**src/rtl/sram_seg_pkg.sv**
```systemverilog
package sram_seg_pkg;
    typedef enum logic [1:0] {
        ORG_ONE_WIDE  = 2'd0,
        ORG_FOUR_WIDE = 2'd1,
        ORG_FOUR_BYTE = 2'd2
    } org_e;
endpackage

```
**src/rtl/seg_decode.sv**
```systemverilog
module seg_decode
    import sram_seg_pkg::*;
#(
    parameter org_e ORG    = ORG_FOUR_BYTE,
    parameter int   ADDR_W = 13,
    parameter int   SEG_W  = 2,
    parameter int   LANES  = 4,
    localparam int  NSEG   = 1 << SEG_W,
    localparam int  NSEL   = NSEG * LANES,
    localparam int  BANK_W = ADDR_W - SEG_W
) (
    input  logic              cs,
    input  logic              we,
    input  logic [ADDR_W-1:0] addr,
    input  logic [LANES-1:0]  be,
    output logic [NSEL-1:0]   sel,
    output logic [NSEL-1:0]   wen,
    output logic [LANES-1:0]  byte_wen,
    output logic [ADDR_W-1:0] bank_addr
);
    logic [SEG_W-1:0] seg;
    assign seg = addr[ADDR_W-1 -: SEG_W];

    generate
        if (ORG == ORG_ONE_WIDE) begin : g_one
            always_comb begin
                sel       = '0;
                wen       = '0;
                sel[0]    = cs;
                wen[0]    = cs & we;
                byte_wen  = (cs && we) ? be : '0;
                bank_addr = addr;
            end
        end else if (ORG == ORG_FOUR_WIDE) begin : g_wide
            always_comb begin
                sel = '0;
                wen = '0;
                for (int k = 0; k < NSEG; k++) begin
                    sel[k] = cs && (seg == SEG_W'(k));
                    wen[k] = cs && we && (seg == SEG_W'(k));
                end
                byte_wen  = (cs && we) ? be : '0;
                bank_addr = {{SEG_W{1'b0}}, addr[BANK_W-1:0]};
            end
        end else begin : g_byte
            always_comb begin
                for (int k = 0; k < NSEG; k++) begin
                    for (int i = 0; i < LANES; i++) begin
                        sel[k*LANES+i] = cs && (seg == SEG_W'(k)) && (!we || be[i]);
                        wen[k*LANES+i] = cs && (seg == SEG_W'(k)) && we && be[i];
                    end
                end
                byte_wen  = '0;
                bank_addr = {{SEG_W{1'b0}}, addr[BANK_W-1:0]};
            end
        end
    endgenerate
endmodule

```
**src/rtl/rd_return_mux.sv**
```systemverilog
module rd_return_mux
    import sram_seg_pkg::*;
#(
    parameter org_e ORG    = ORG_FOUR_BYTE,
    parameter int   SEG_W  = 2,
    parameter int   DATA_W = 32,
    localparam int  NSEG   = 1 << SEG_W
) (
    input  logic [SEG_W-1:0]       seg_q,
    input  logic [NSEG*DATA_W-1:0] bank_rdata,
    output logic [DATA_W-1:0]      rdata
);
    generate
        if (ORG == ORG_ONE_WIDE) begin : g_one
            assign rdata = bank_rdata[DATA_W-1:0];
        end else begin : g_multi
            always_comb begin
                rdata = '0;
                for (int k = 0; k < NSEG; k++) begin
                    if (seg_q == SEG_W'(k)) rdata = bank_rdata[k*DATA_W +: DATA_W];
                end
            end
        end
    endgenerate
endmodule

```
**src/rtl/seg_sram_adapter.sv**
```systemverilog
module seg_sram_adapter
    import sram_seg_pkg::*;
#(
    parameter org_e ORG    = ORG_FOUR_BYTE,
    parameter int   ADDR_W = 13,
    parameter int   SEG_W  = 2,
    parameter int   LANES  = 4,
    parameter int   LANE_W = 8,
    localparam int  DATA_W = LANES * LANE_W,
    localparam int  NSEG   = 1 << SEG_W,
    localparam int  NSEL   = NSEG * LANES
) (
    input  logic                   clk,
    input  logic                   rst_n,
    input  logic                   req_cs,
    input  logic                   req_we,
    input  logic [ADDR_W-1:0]      req_addr,
    input  logic [LANES-1:0]       req_be,
    input  logic [DATA_W-1:0]      req_wdata,
    output logic [DATA_W-1:0]      req_rdata,
    output logic [NSEL-1:0]        ram_cs,
    output logic [NSEL-1:0]        ram_we,
    output logic [LANES-1:0]       ram_be,
    output logic [ADDR_W-1:0]      ram_addr,
    output logic [DATA_W-1:0]      ram_wdata,
    input  logic [NSEG*DATA_W-1:0] ram_rdata
);
    typedef struct packed {
        logic [SEG_W-1:0] rd_seg;
    } state_t;

    state_t st_d, st_q;
    logic [SEG_W-1:0] rd_seg_q;

    always_comb begin
        st_d = st_q;
        if (req_cs && !req_we) st_d.rd_seg = req_addr[ADDR_W-1 -: SEG_W];
    end

    always_ff @(posedge clk or negedge rst_n) begin
        if (!rst_n) st_q <= '0;
        else        st_q <= st_d;
    end

    assign rd_seg_q  = st_q.rd_seg;
    assign ram_wdata = req_wdata;

    seg_decode #(
        .ORG(ORG), .ADDR_W(ADDR_W), .SEG_W(SEG_W), .LANES(LANES)
    ) u_dec (
        .cs(req_cs), .we(req_we), .addr(req_addr), .be(req_be),
        .sel(ram_cs), .wen(ram_we), .byte_wen(ram_be), .bank_addr(ram_addr)
    );

    rd_return_mux #(
        .ORG(ORG), .SEG_W(SEG_W), .DATA_W(DATA_W)
    ) u_mux (
        .seg_q(rd_seg_q), .bank_rdata(ram_rdata), .rdata(req_rdata)
    );
endmodule

```
**config.mk**
```make
export PLATFORM = sky130hd
export DESIGN_NAME = seg_sram_adapter
export DESIGN_NICKNAME = d
export VERILOG_FILES = /design/src/rtl/sram_seg_pkg.sv /design/src/rtl/seg_decode.sv /design/src/rtl/rd_return_mux.sv /design/src/rtl/seg_sram_adapter.sv
export SDC_FILE = /design/constraint.sdc
export NUM_CORES = 1
export LEC_CHECK = 0
export BUFFER_PORTS_ARGS = -buffer_cell sky130_fd_sc_hd__buf_2
export CORE_AREA = 4 4 111 113
export CTS_CLUSTER_SIZE = 8
export DETAILED_ROUTE_END_ITERATION = 10
export DIE_AREA = 0 0 115 117
export PLACE_DENSITY_LB_ADDON = 0.12
export SLEW_MARGIN = 20
export SYNTH_ARGS = -nofsm -noshare
export SYNTH_HDL_FRONTEND = slang
export SYNTH_SLANG_ARGS = --single-unit
```
**constraint.sdc**
```tcl
create_clock -name clk -period 1.75 [get_ports clk]
set_input_delay 0.35 -clock clk [delete_from_list [all_inputs] [get_ports clk]]
set_output_delay 0.35 -clock clk [all_outputs]
set_load 0.1 [all_outputs]
```
==> impl_results.md <==
- Placed cells: 447
- Detailed router's first-iteration violation count: 49
- Tcrit/Tclk final: 1.10
- First-pass GRT wire length: 10700 um
- Port Buffers: 201
- Fillers: 1170
- Synthesized area: 1500 um2
- Initial DRT Pass Iterations: 4
- RSZ-0062 raised after global routing: true
- Family with the most delay on the worst path: multiplexers
- Post-synthesis cell count: 145
- Antenna violations before repair: 0
- Pwr/cell area: 883 nW/um2
- Commonest cells in the netlist: 50 x buf_4, 29 x mux4_2, 28 x nor2_1
- Placed Area: 3580 um2
- Async SR Flop Fraction: 1.00
- Via Count: 1805
- Die Ht: 117 um
- Setup ws final: -182 ps
- Worst EP required: 1400 ps
- Fin nets: 491
- Total gr overflow: 0
- Synthesized area per cell: 10.4 um2
- CP max stage cell: mux4_2
- Max-Cap Viols: 0
- Yosys cell types: 18
- Largest register FFs: 2
- Core area: 11300 um2
- Maximum vdd ir drop: 468 uV
- WHS: 473 ps
- Die footprint: 13500 um2
- Worst path most repeated cell: buf_12
- Final Hold Fails: 0
- Final WL: 7870 um
- Top-count cell post-synth: buf_4
- ANT cells: 0
- Achievable clock frequency: 0.518 GHz
- Ys Warns: 0
- Buffer and inverter count on the worst path: 2
- GRT Total Usage: 0.104
- EDFF count, synth: 0
- Clock Path Buffers: 2
- Row count: 39
- Routed vias/inst: 3.99
- Endpoints failing setup: 32
- Top area cells in the synthesized netlist: mux4_2 43%, buf_4 25%, nor2_1 7.0%, mux4_1 5.2%, buf_12 4.0%
- Clock Sinks: 2
- Critical Path Max Stage Delay: 570 ps
- Gpl congestion: 0.704
- CP max FO: 17
- Post-route DRC: 0
- Status: complete, but fails checks
- Clock latency at the later pin of the worst-skew pair: 220 ps
- Crit-path cells: buf_12 > mux4_2 > buf_12
- Largest area contributor in the netlist: mux4_2
- Reg clk slew, reported paths: 30 ps
- Yosys top cell area share: 0.435
- CP startpoint kind: flip-flop
- Worst Setup End Kind: output port
- Reg2Reg Depth: 2
- Post-route ant nets: 0
- Vias in the first global route: 1863
- Critical path depth in cells: 3
- Crit path DAT: 1580 ps
- Critical path class: reg -> out
- CTS Buf Count: 3
- Initial Utilization: 0.133
- Leakage: 1.60 nW
- Die Wd: 115 um
- Final instance area: 3680 um2
- DP HPWL: 7120 um
- Root Buffer: clkbuf_16
- Wire per inst: 17.4 um
- Final worst path period need: 1930 ps
- Final std cells w/o fill: 452
- Layout cells sized above 1: 0.948
- Clock skew: 0 ps
- CTS H-tree lvls: 1
- Design Power: 3.25 mW
- Synth-to-Final Area Change: 145%
- Failing checks: negative setup slack
- Largest net degree at the start of global routing: 34
- CTS tree: built
- Seq/Total Area, Yosys: 0.0333
- Worst slack, placed: 1.88 ps
- Io pins: 294
- Fin. max-slew vios: 0
- Class of the worst hold path: in -> async
- Top FF cell, synth: dfrtp_1
- #FFs+latches synth: 2
power by group:
group          switching, mW  internal [mW]
Sequential           0.00807         0.0542
Clock                 0.0534          0.300
Combinational           1.77           1.06
Total                   1.83           1.42
layer usage:
layer	vias to the layer above	routed length [um]	track usage
met5	-	0	0
met4	0	4	0.0133
met3	2	1440	0.0725
met2	150	3850	0.171
met1	845	2580	0.115
li1	808	-	-
cell type report:
| cell class | instances | area (um2) | share of cell area |
|---|---|---|---|
| clock buffer | 4 | 78.8 | 0.0214 |
| multi-input combinational | 88 | 1260 | 0.342 |
| sequential | 2 | 51.3 | 0.0139 |
| tap | 143 | 179 | 0.0486 |
| timing repair buffer | 215 | 2110 | 0.574 |
logic make-up after synthesis:
logic type / Yosys count / share of synthesized area
buf+inv: 60 / 0.315
flops: 2 / 0.0333
mux: 34 / 0.502
other cells: 1 / 0.00250
simple gates: 48 / 0.147
stage by stage:
stage	utilization	setup TNS, ps
after global routing	0.325	-7010
after CTS	0.324	-5860
after global placement	0.316	0
after detailed placement	0.316	0
final	0.325	-5100
after floorplan	-	-1570
worst paths after layout:
check	startpoint	end	slack, ps
setup / recovery	rd_seg_q[0]	req_rdata[28]	-180
hold / removal	rst_n	rd_seg_q[0]	470
setup reg to reg	rd_seg_q[0]	rd_seg_q[0]	760
hold reg to reg	rd_seg_q[0]	rd_seg_q[0]	790
max in group asynchronous	rst_n	rd_seg_q[0]	1170
min in group clk	req_wdata[0]	ram_wdata[0]	700
worst register-to-register path, delay by kind of cell (launching register included):
kind | cells | cell delay (ps)
DFF | 1 | 430
muxes | 1 | 270
buffers and inverters | 1 | 170
timing repair:
action	in CTS	in global routing
buffers inserted	0	0
endpoints found under the setup margin	36	44
hold buffers	1	0
resized for setup	1	3
gates cloned	0	0
endpoints found under the hold margin	2	0
cell usage in the layout, fill, tap and decap left out, drive strengths merged:
master / netlist / layout
mux4: 32 / 32
clkbuf: 3 / 4
nand3b: 2 / 2
nand3: 5 / 5
dfrtp: 2 / 2
nor3: 4 / 4
conb: 1 / 6
mux2: 2 / 2
nand2b: 2 / 2
nor2: 28 / 28
dlygate4sd3: 0 / 1
nor2b: 5 / 5
or3b: 1 / 1
buf: 57 / 214
nand2: 1 / 1
No activity file was read; power rests on OpenSTA's default activity.
